File: config.mk
export PLATFORM = sky130hd
export DESIGN_NAME = rstc_top
export DESIGN_NICKNAME = d
export VERILOG_FILES = /design/src/rtl/rstc_pkg.sv /design/src/rtl/rstc_sync.sv /design/src/rtl/rstc_stretch.sv /design/src/rtl/rstc_cause.sv /design/src/rtl/rstc_top.sv
export SDC_FILE = /design/constraint.sdc
export NUM_CORES = 1
export LEC_CHECK = 0
export ABC_AREA = 1
export BUFFER_PORTS_ARGS = -buffer_cell sky130_fd_sc_hd__buf_2
export CAP_MARGIN = 20
export CORE_ASPECT_RATIO = 1.4
export CORE_MARGIN = 2
export CORE_UTILIZATION = 25
export DETAILED_ROUTE_END_ITERATION = 12
export SETUP_SLACK_MARGIN = 0.02
export SLEW_MARGIN = 10
export SYNTH_ARGS = -nofsm -noshare
export SYNTH_HDL_FRONTEND = slang
export SYNTH_HIERARCHICAL = 1
export SYNTH_SLANG_ARGS = --single-unit
export TNS_END_PERCENT = 100
File: constraint.sdc
create_clock -name clk -period 1.8 [get_ports clk]
set_input_delay 0.36 -clock clk [delete_from_list [all_inputs] [get_ports clk]]
set_output_delay 0.36 -clock clk [all_outputs]
set_load 0.01 [all_outputs]
File: src/rtl/rstc_pkg.sv
package rstc_pkg;
    localparam int CODE_W = 8;
    typedef logic [CODE_W-1:0] cause_t;

    localparam cause_t CODE_POR   = 8'h01;
    localparam cause_t CODE_BOD   = 8'h0F;
    localparam cause_t CODE_RWDT  = 8'h10;
    localparam cause_t CODE_SWSYS = 8'h03;
    localparam cause_t CODE_SLEEP = 8'h05;
    localparam cause_t CODE_MWDT  = 8'h07;
    localparam cause_t CODE_CPU   = 8'h0C;

    typedef enum logic [1:0] {
        RS_IDLE    = 2'd0,
        RS_HOLD    = 2'd1,
        RS_STRETCH = 2'd2
    } rs_state_e;

    localparam int NWIDE = 6;
    localparam int IDX_POR   = 0;
    localparam int IDX_BOD   = 1;
    localparam int IDX_RWDT  = 2;
    localparam int IDX_SWSYS = 3;
    localparam int IDX_MWDT  = 4;
    localparam int IDX_SLEEP = 5;
endpackage

File: src/rtl/rstc_sync.sv
module rstc_sync #(
    parameter int STAGES = 2
) (
    input  logic clk,
    input  logic req_i,
    output logic lvl_o
);
    logic [STAGES-1:0] q;

    always_ff @(posedge clk or posedge req_i) begin
        if (req_i) q <= '1;
        else       q <= {q[STAGES-2:0], 1'b0};
    end

    assign lvl_o = q[STAGES-1];
endmodule

File: src/rtl/rstc_stretch.sv
module rstc_stretch
    import rstc_pkg::*;
#(
    parameter int HOLD_CYC = 16
) (
    input  logic clk,
    input  logic arst_i,
    input  logic lvl_i,
    output logic rst_o
);
    localparam int CW = (HOLD_CYC > 1) ? $clog2(HOLD_CYC) : 1;
    localparam logic [CW-1:0] LAST = CW'(HOLD_CYC - 1);

    rs_state_e state_q, state_d;
    logic [CW-1:0] cnt_q, cnt_d;

    // state register
    always_ff @(posedge clk or posedge arst_i) begin
        if (arst_i) begin
            state_q <= RS_HOLD;
            cnt_q   <= '0;
        end else begin
            state_q <= state_d;
            cnt_q   <= cnt_d;
        end
    end

    // transitions
    always_comb begin
        state_d = state_q;
        cnt_d   = cnt_q;
        unique case (state_q)
            RS_IDLE: begin
                if (lvl_i) state_d = RS_HOLD;
            end
            RS_HOLD: begin
                if (!lvl_i) begin
                    state_d = RS_STRETCH;
                    cnt_d   = '0;
                end
            end
            RS_STRETCH: begin
                if (lvl_i)             state_d = RS_HOLD;
                else if (cnt_q == LAST) state_d = RS_IDLE;
                else                   cnt_d   = cnt_q + 1'b1;
            end
            default: state_d = RS_HOLD;
        endcase
    end

    // outputs
    always_comb begin
        rst_o = lvl_i | (state_q != RS_IDLE);
    end

    // checker: cycles since the input last went quiet
    logic [CW:0] quiet_q;
    always_ff @(posedge clk or posedge arst_i) begin
        if (arst_i)                         quiet_q <= '0;
        else if (lvl_i)                     quiet_q <= '0;
        else if (quiet_q != (CW+1)'(HOLD_CYC)) quiet_q <= quiet_q + 1'b1;
    end

    assert_hold_min_R2: assert property (@(posedge clk) disable iff (arst_i)
        $fell(rst_o) |-> (quiet_q >= (CW+1)'(HOLD_CYC)));

    assert_release_quiet_R2: assert property (@(posedge clk) disable iff (arst_i)
        $fell(rst_o) |-> (!lvl_i && $past(!lvl_i)));
endmodule

File: src/rtl/rstc_cause.sv
module rstc_cause
    import rstc_pkg::*;
#(
    parameter int NCORE = 2,
    parameter int SELW  = 1
) (
    input  logic             clk,
    input  logic             arst_i,
    input  logic             bod_i,
    input  logic             rwdt_i,
    input  logic             swsys_i,
    input  logic             mwdt_i,
    input  logic             sleep_i,
    input  logic [NCORE-1:0] cpu_i,
    input  logic [SELW-1:0]  sel_i,
    output cause_t           cause_o
);
    cause_t cause_q [NCORE];
    logic   wide_any;

    assign wide_any = bod_i | rwdt_i | swsys_i | mwdt_i | sleep_i;

    for (genvar i = 0; i < NCORE; i++) begin : g_core
        cause_t win;
        logic   hit;

        always_comb begin
            hit = 1'b1;
            win = CODE_POR;
            if      (bod_i)    win = CODE_BOD;
            else if (rwdt_i)   win = CODE_RWDT;
            else if (swsys_i)  win = CODE_SWSYS;
            else if (mwdt_i)   win = CODE_MWDT;
            else if (sleep_i)  win = CODE_SLEEP;
            else if (cpu_i[i]) win = CODE_CPU;
            else               hit = 1'b0;
        end

        always_ff @(posedge clk or posedge arst_i) begin
            if (arst_i)   cause_q[i] <= CODE_POR;
            else if (hit) cause_q[i] <= win;
        end

        assert_cpu_code_R7: assert property (@(posedge clk) disable iff (arst_i)
            (cpu_i[i] && !wide_any) |=> (cause_q[i] == CODE_CPU));

        assert_untouched_kept_R7: assert property (@(posedge clk) disable iff (arst_i)
            (!wide_any && !cpu_i[i]) |=> $stable(cause_q[i]));

        assert_bod_wins_R8: assert property (@(posedge clk) disable iff (arst_i)
            bod_i |=> (cause_q[i] == CODE_BOD));

        assert_sw_over_core_R8: assert property (@(posedge clk) disable iff (arst_i)
            (swsys_i && !bod_i && !rwdt_i) |=> (cause_q[i] == CODE_SWSYS));
    end

    always_comb begin
        cause_o = '0;
        for (int k = 0; k < NCORE; k++)
            if (sel_i == SELW'(k)) cause_o = cause_q[k];
    end
endmodule

File: src/rtl/rstc_top.sv
module rstc_top
    import rstc_pkg::*;
#(
    parameter int NCORE       = 2,
    parameter int HOLD_CYC    = 16,
    parameter int SYNC_STAGES = 2,
    localparam int SELW       = (NCORE > 1) ? $clog2(NCORE) : 1
) (
    input  logic             clk,
    input  logic             por_req_i,
    input  logic             bod_req_i,
    input  logic             rwdt_req_i,
    input  logic             swsys_req_i,
    input  logic             mwdt_req_i,
    input  logic             sleep_req_i,
    input  logic [NCORE-1:0] cpu_req_i,
    input  logic [SELW-1:0]  cause_sel_i,
    output logic             rtc_rst_o,
    output logic             dig_rst_o,
    output logic [NCORE-1:0] cpu_rst_o,
    output logic [7:0]       cause_o
);
    logic [NWIDE-1:0] wide_raw, wide_lvl;
    logic [NCORE-1:0] cpu_lvl;
    logic             rtc_lvl, dig_lvl;

    assign wide_raw[IDX_POR]   = por_req_i;
    assign wide_raw[IDX_BOD]   = bod_req_i;
    assign wide_raw[IDX_RWDT]  = rwdt_req_i;
    assign wide_raw[IDX_SWSYS] = swsys_req_i;
    assign wide_raw[IDX_MWDT]  = mwdt_req_i;
    assign wide_raw[IDX_SLEEP] = sleep_req_i;

    for (genvar w = 0; w < NWIDE; w++) begin : g_wsync
        rstc_sync #(.STAGES(SYNC_STAGES)) u_sync (
            .clk(clk), .req_i(wide_raw[w]), .lvl_o(wide_lvl[w]));
    end

    for (genvar c = 0; c < NCORE; c++) begin : g_csync
        rstc_sync #(.STAGES(SYNC_STAGES)) u_sync (
            .clk(clk), .req_i(cpu_req_i[c]), .lvl_o(cpu_lvl[c]));
    end

    logic por_lvl;
    assign por_lvl = wide_lvl[IDX_POR];

    assign rtc_lvl = wide_lvl[IDX_POR] | wide_lvl[IDX_BOD] | wide_lvl[IDX_RWDT];
    assign dig_lvl = rtc_rst_o | wide_lvl[IDX_SWSYS] | wide_lvl[IDX_MWDT]
                   | wide_lvl[IDX_SLEEP];

    rstc_stretch #(.HOLD_CYC(HOLD_CYC)) u_rtc (
        .clk(clk), .arst_i(por_lvl), .lvl_i(rtc_lvl), .rst_o(rtc_rst_o));

    rstc_stretch #(.HOLD_CYC(HOLD_CYC)) u_dig (
        .clk(clk), .arst_i(por_lvl), .lvl_i(dig_lvl), .rst_o(dig_rst_o));

    for (genvar c = 0; c < NCORE; c++) begin : g_cpu
        logic cl;
        assign cl = dig_rst_o | cpu_lvl[c];
        rstc_stretch #(.HOLD_CYC(HOLD_CYC)) u_cpu (
            .clk(clk), .arst_i(por_lvl), .lvl_i(cl), .rst_o(cpu_rst_o[c]));

        assert_cpu_after_dig_R3: assert property (@(posedge clk) disable iff (por_lvl)
            $fell(cpu_rst_o[c]) |-> $past(!dig_rst_o));
    end

    rstc_cause #(.NCORE(NCORE), .SELW(SELW)) u_cause (
        .clk(clk), .arst_i(por_lvl),
        .bod_i(wide_lvl[IDX_BOD]), .rwdt_i(wide_lvl[IDX_RWDT]),
        .swsys_i(wide_lvl[IDX_SWSYS]), .mwdt_i(wide_lvl[IDX_MWDT]),
        .sleep_i(wide_lvl[IDX_SLEEP]), .cpu_i(cpu_lvl),
        .sel_i(cause_sel_i), .cause_o(cause_o));

    assert_dig_after_rtc_R3: assert property (@(posedge clk) disable iff (por_lvl)
        $fell(dig_rst_o) |-> $past(!rtc_rst_o));

    assert_code_legal_R9: assert property (@(posedge clk) disable iff (por_lvl)
        (cause_o == CODE_POR) || (cause_o == CODE_BOD) || (cause_o == CODE_RWDT) ||
        (cause_o == CODE_SWSYS) || (cause_o == CODE_MWDT) ||
        (cause_o == CODE_SLEEP) || (cause_o == CODE_CPU));
endmodule

==> flow_summary_export.csv <==
group,metric,value,unit
clock_tree,clock_latency,290,ps
finish,antennaDiodeCount,0,
route,routed_wire_length_per_instance,9.799,um
place,dp_hpwl,3358,um
route,drt-total-wl,4380,um
floorplanning,die_x,87.19,um
critical_path,rr_worst_depth,16,
floorplanning,placementRows,42,
global_route,grt_start_max_net_pins,17,
clock_tree,tritoncts.num_buffers,5,
route,firstDrtPassIters,4,
yosys,ys_ff_latch,50,
critical_path,worst_path_largest_cell_delay,370,ps
sta,finalCriticalPeriod,2026,ps
yosys,largest_cells_by_area_after_synthesis,"dfrtp_1, dfstp_2, nand2_1, inv_1, nand3_1",
route,route.vias.total,1816,
finish,multi_input_area,987.2,sq um
place,dpl_worst_slack,-18.87,ps
clock_tree,cts_tree,"built",
critical_path,timing.reg2reg.setup_slack,-30,ps
place,dpl_cells,431,
min_path,timing.hold.worst.class,"in2async",
clock_tree,cts_num_sinks,50,
clock_tree,clock_tree.buffer_depth,2,
floorplanning,floorplan.io_pins,22,
sta,setup_repair_after_global_routing_missed_its_margin,"yes",
yosys,post_synth_instance_area,2422,sq um
critical_path,critical_path_peak_fanout,3,
route,routed_via_density,4.063,
yosys,synth_flop_cell,"dfrtp_1",
sta,layout_setup_ws,-226.1,ps
clock_tree,cts.hold.buffers_added,0,
critical_path,cp_cell_sequence,"nor2_1 -> nand2_1 -> inv_2 -> nand2_2 -> nor2_2 -> nand2_1 -> inv_2 -> nand2_2 -> or2_1 -> inv_2 -> nand2_1 -> buf_2",
finish,finalNonFillerCells,447,
critical_path,r2r_end,"g_cpu[1].u_cpu/cnt_q[3]",
route,drt_drc_violations_left,0,
finish,most-common-layout-cells,"nand2_1, inv_1, dfrtp_1",
global_route,track_usage,9.183,%
clock_tree,clockRootBuffer,"clkbuf_16",
sta,final-hold-violation-count,0,
yosys,yosys.area.top_type,"dfrtp_1",
critical_path,crit_reg_reg_startpoint,"g_wsync[1].u_sync/q[1]",
floorplanning,die_height,120.5,um
yosys,synth.lib_cells_used.distinct,23,
floorplanning,core_area,9459,sq um
sta,achievable-frequency,0.4936,GHz
run_status,status,"finished with violations",
critical_path,crit_slowest_cell,"dfstp_2",
run_status,violated_checks,"negative setup slack",
critical_path,timing.critical_path.from_type,"register",
global_route,grt_antenna_before_repair,0,
floorplanning,die-area,10500,sq um
pwr,p_leak,1.589,nW
finish,layout_commonest_cell,"nand2_1",
finish,synthToLayoutAreaGrowth,23.55,%
sta,setup_viol,7,
critical_path,setup.worst_path.end_class,"primary output",
yosys,synth_largest_type_area_fraction,28.93,%
yosys,edff_count_synth,0,
pwr,power_density,748.1,nW/um^2
yosys,seq_area_frac_synth,52.79,%
sta,finClkSkew,4.730,ps
place,portBuffers,18,
yosys,avg_synthesized_cell_area,8.239,sq um
flow_run,max_cap_viol,0,
pwr,vdd.ir_drop.worst,0.4111,mV
global_route,first_global_vias,1785,
finish,fillerInstances,979,
yosys,share_of_synthesized_registers_carrying_an_async_set_or_reset,100.0,%
place,gp_congestion,0.7859,
floorplanning,initial_utilization,25.61,%
sta,slew_viol_final,0,
clock_tree,clkTransAtPathRegs,60,ps
route,drt.antenna.violating_nets,0,
critical_path,timing.critical_path.required,1440,ps
route,drt-initial-drc-count,103,
finish,finalCoreUtilization,31.64,%
finish,sequential_cell_area,1279,sq um
global_route,globalRoute.totalOverflow,0,
sta,final_min_period_over_clock_period,112.6,%
finish,fin_nets,350,
clock_tree,cts_max_level,2,
finish,final_layout_size_suffix_gt1_share,32.05,%
global_route,first_pass_grt_wire_length,7659,um
yosys,netlist_instances,294,
critical_path,crit_startpoint,"g_wsync[1].u_sync/q[1]",
sta,timing.hold.ws,83.21,ps
critical_path,worstPathArrival,1670,ps
critical_path,timing_worst_setup_path_type,"reg2out",
yosys,yosys_warnings,6,
flip-flops by register name (all words and copies together), names as in the netlist:
register / flops
u_rtc/cnt_q: 4
u_rtc/state_q: 2
u_dig/cnt_q: 4
g_csync.u_sync/q: 4
g_wsync.u_sync/q: 12
u_cause/cause_q: 10
u_dig/state_q: 2
g_cpu.u_cpu/cnt_q: 8
g_cpu.u_cpu/state_q: 4
power breakdown:
part / internal (mW) / switching, mW
combinational: 0.0465 / 0.0813
clock: 0.514 / 0.399
sequential: 1.18 / 0.0209
how the worst max path moves through the flow:
stage | to | cells past startpoint
2_1_floorplan | g_cpu[1].u_cpu/cnt_q[2] | 15
3_5_place_dp | g_cpu[1].u_cpu/cnt_q[3] | 15
3_3_place_gp | g_cpu[1].u_cpu/cnt_q[2] | 15
4_1_cts | cpu_rst_o[1] | 12
6_report | cpu_rst_o[1] | 12
5_1_grt | cpu_rst_o[1] | 12
cells by family (layout without fill, tap and decap cells):
family                     after synthesis  in the layout  share of synthesized area (%)
DFF                                     50             50                          52.79
adders and majority gates                4              4                          2.066
and+or+nand+nor                        170            170                          32.44
buffers and inverters                   53             94                          8.832
other                                    9             11                          1.395
AOI/OAI and AO/OA                        6              6                          1.549
muxes                                    2              2                         0.9297
final cells by class:
| cell class | instances | share of cell area, % |
|---|---|---|
| clock buffers | 5 | 4.181 |
| inverters | 49 | 6.229 |
| flip-flops and latches | 50 | 42.73 |
| multi-input cells | 193 | 32.98 |
| well taps | 110 | 4.599 |
| repair buffers | 37 | 8.570 |
| clock inverters | 3 | 0.7107 |
worst max-delay path, delay by kind of cell, from the launching register on:
kind          cells  cell delay [ps]
buf+inv           4              330
simple gates      8              690
flops             1              370
stage by stage:
step / power, mW / TNS, ps / cell area, sq um
after floorplan: 1.300 / 0 / 2440
after global placement: 1.341 / -57.87 / 2723
after detailed placement: 1.345 / -60.95 / 2723
after CTS: 2.280 / -1075 / 2947
after global routing: 2.352 / -3074 / 2993
final: 2.239 / -724.4 / 2993
routing by layer:
metal  global-route usage (%)  share of wire, %  vias up
li1                         -                 -      956
met1                    11.08                45      833
met2                    15.17                50       20
met3                    2.253               2.8        7
met4                    4.327               2.0        0
met5                        0                 0        -
synth_stat cells, types with 4 or more instances:
cell type / count
inv_1: 47
nand4_1: 5
nand2_2: 6
ha_1: 4
nor2_1: 24
nand4_2: 4
nand3_1: 23
nand2_1: 99
nor2_4: 4
dfrtp_1: 28
conb_1: 9
dfstp_2: 22
timing repair:
item / in CTS / in global routing
endpoints found under the hold margin: 0 / 0
gates resized for setup: 9 / 14
pin swaps: 4 / 7
setup endpoints to repair: 11 / 16
setup buffers: 9 / 4
Note: power is estimated with default switching activity, not from simulation.
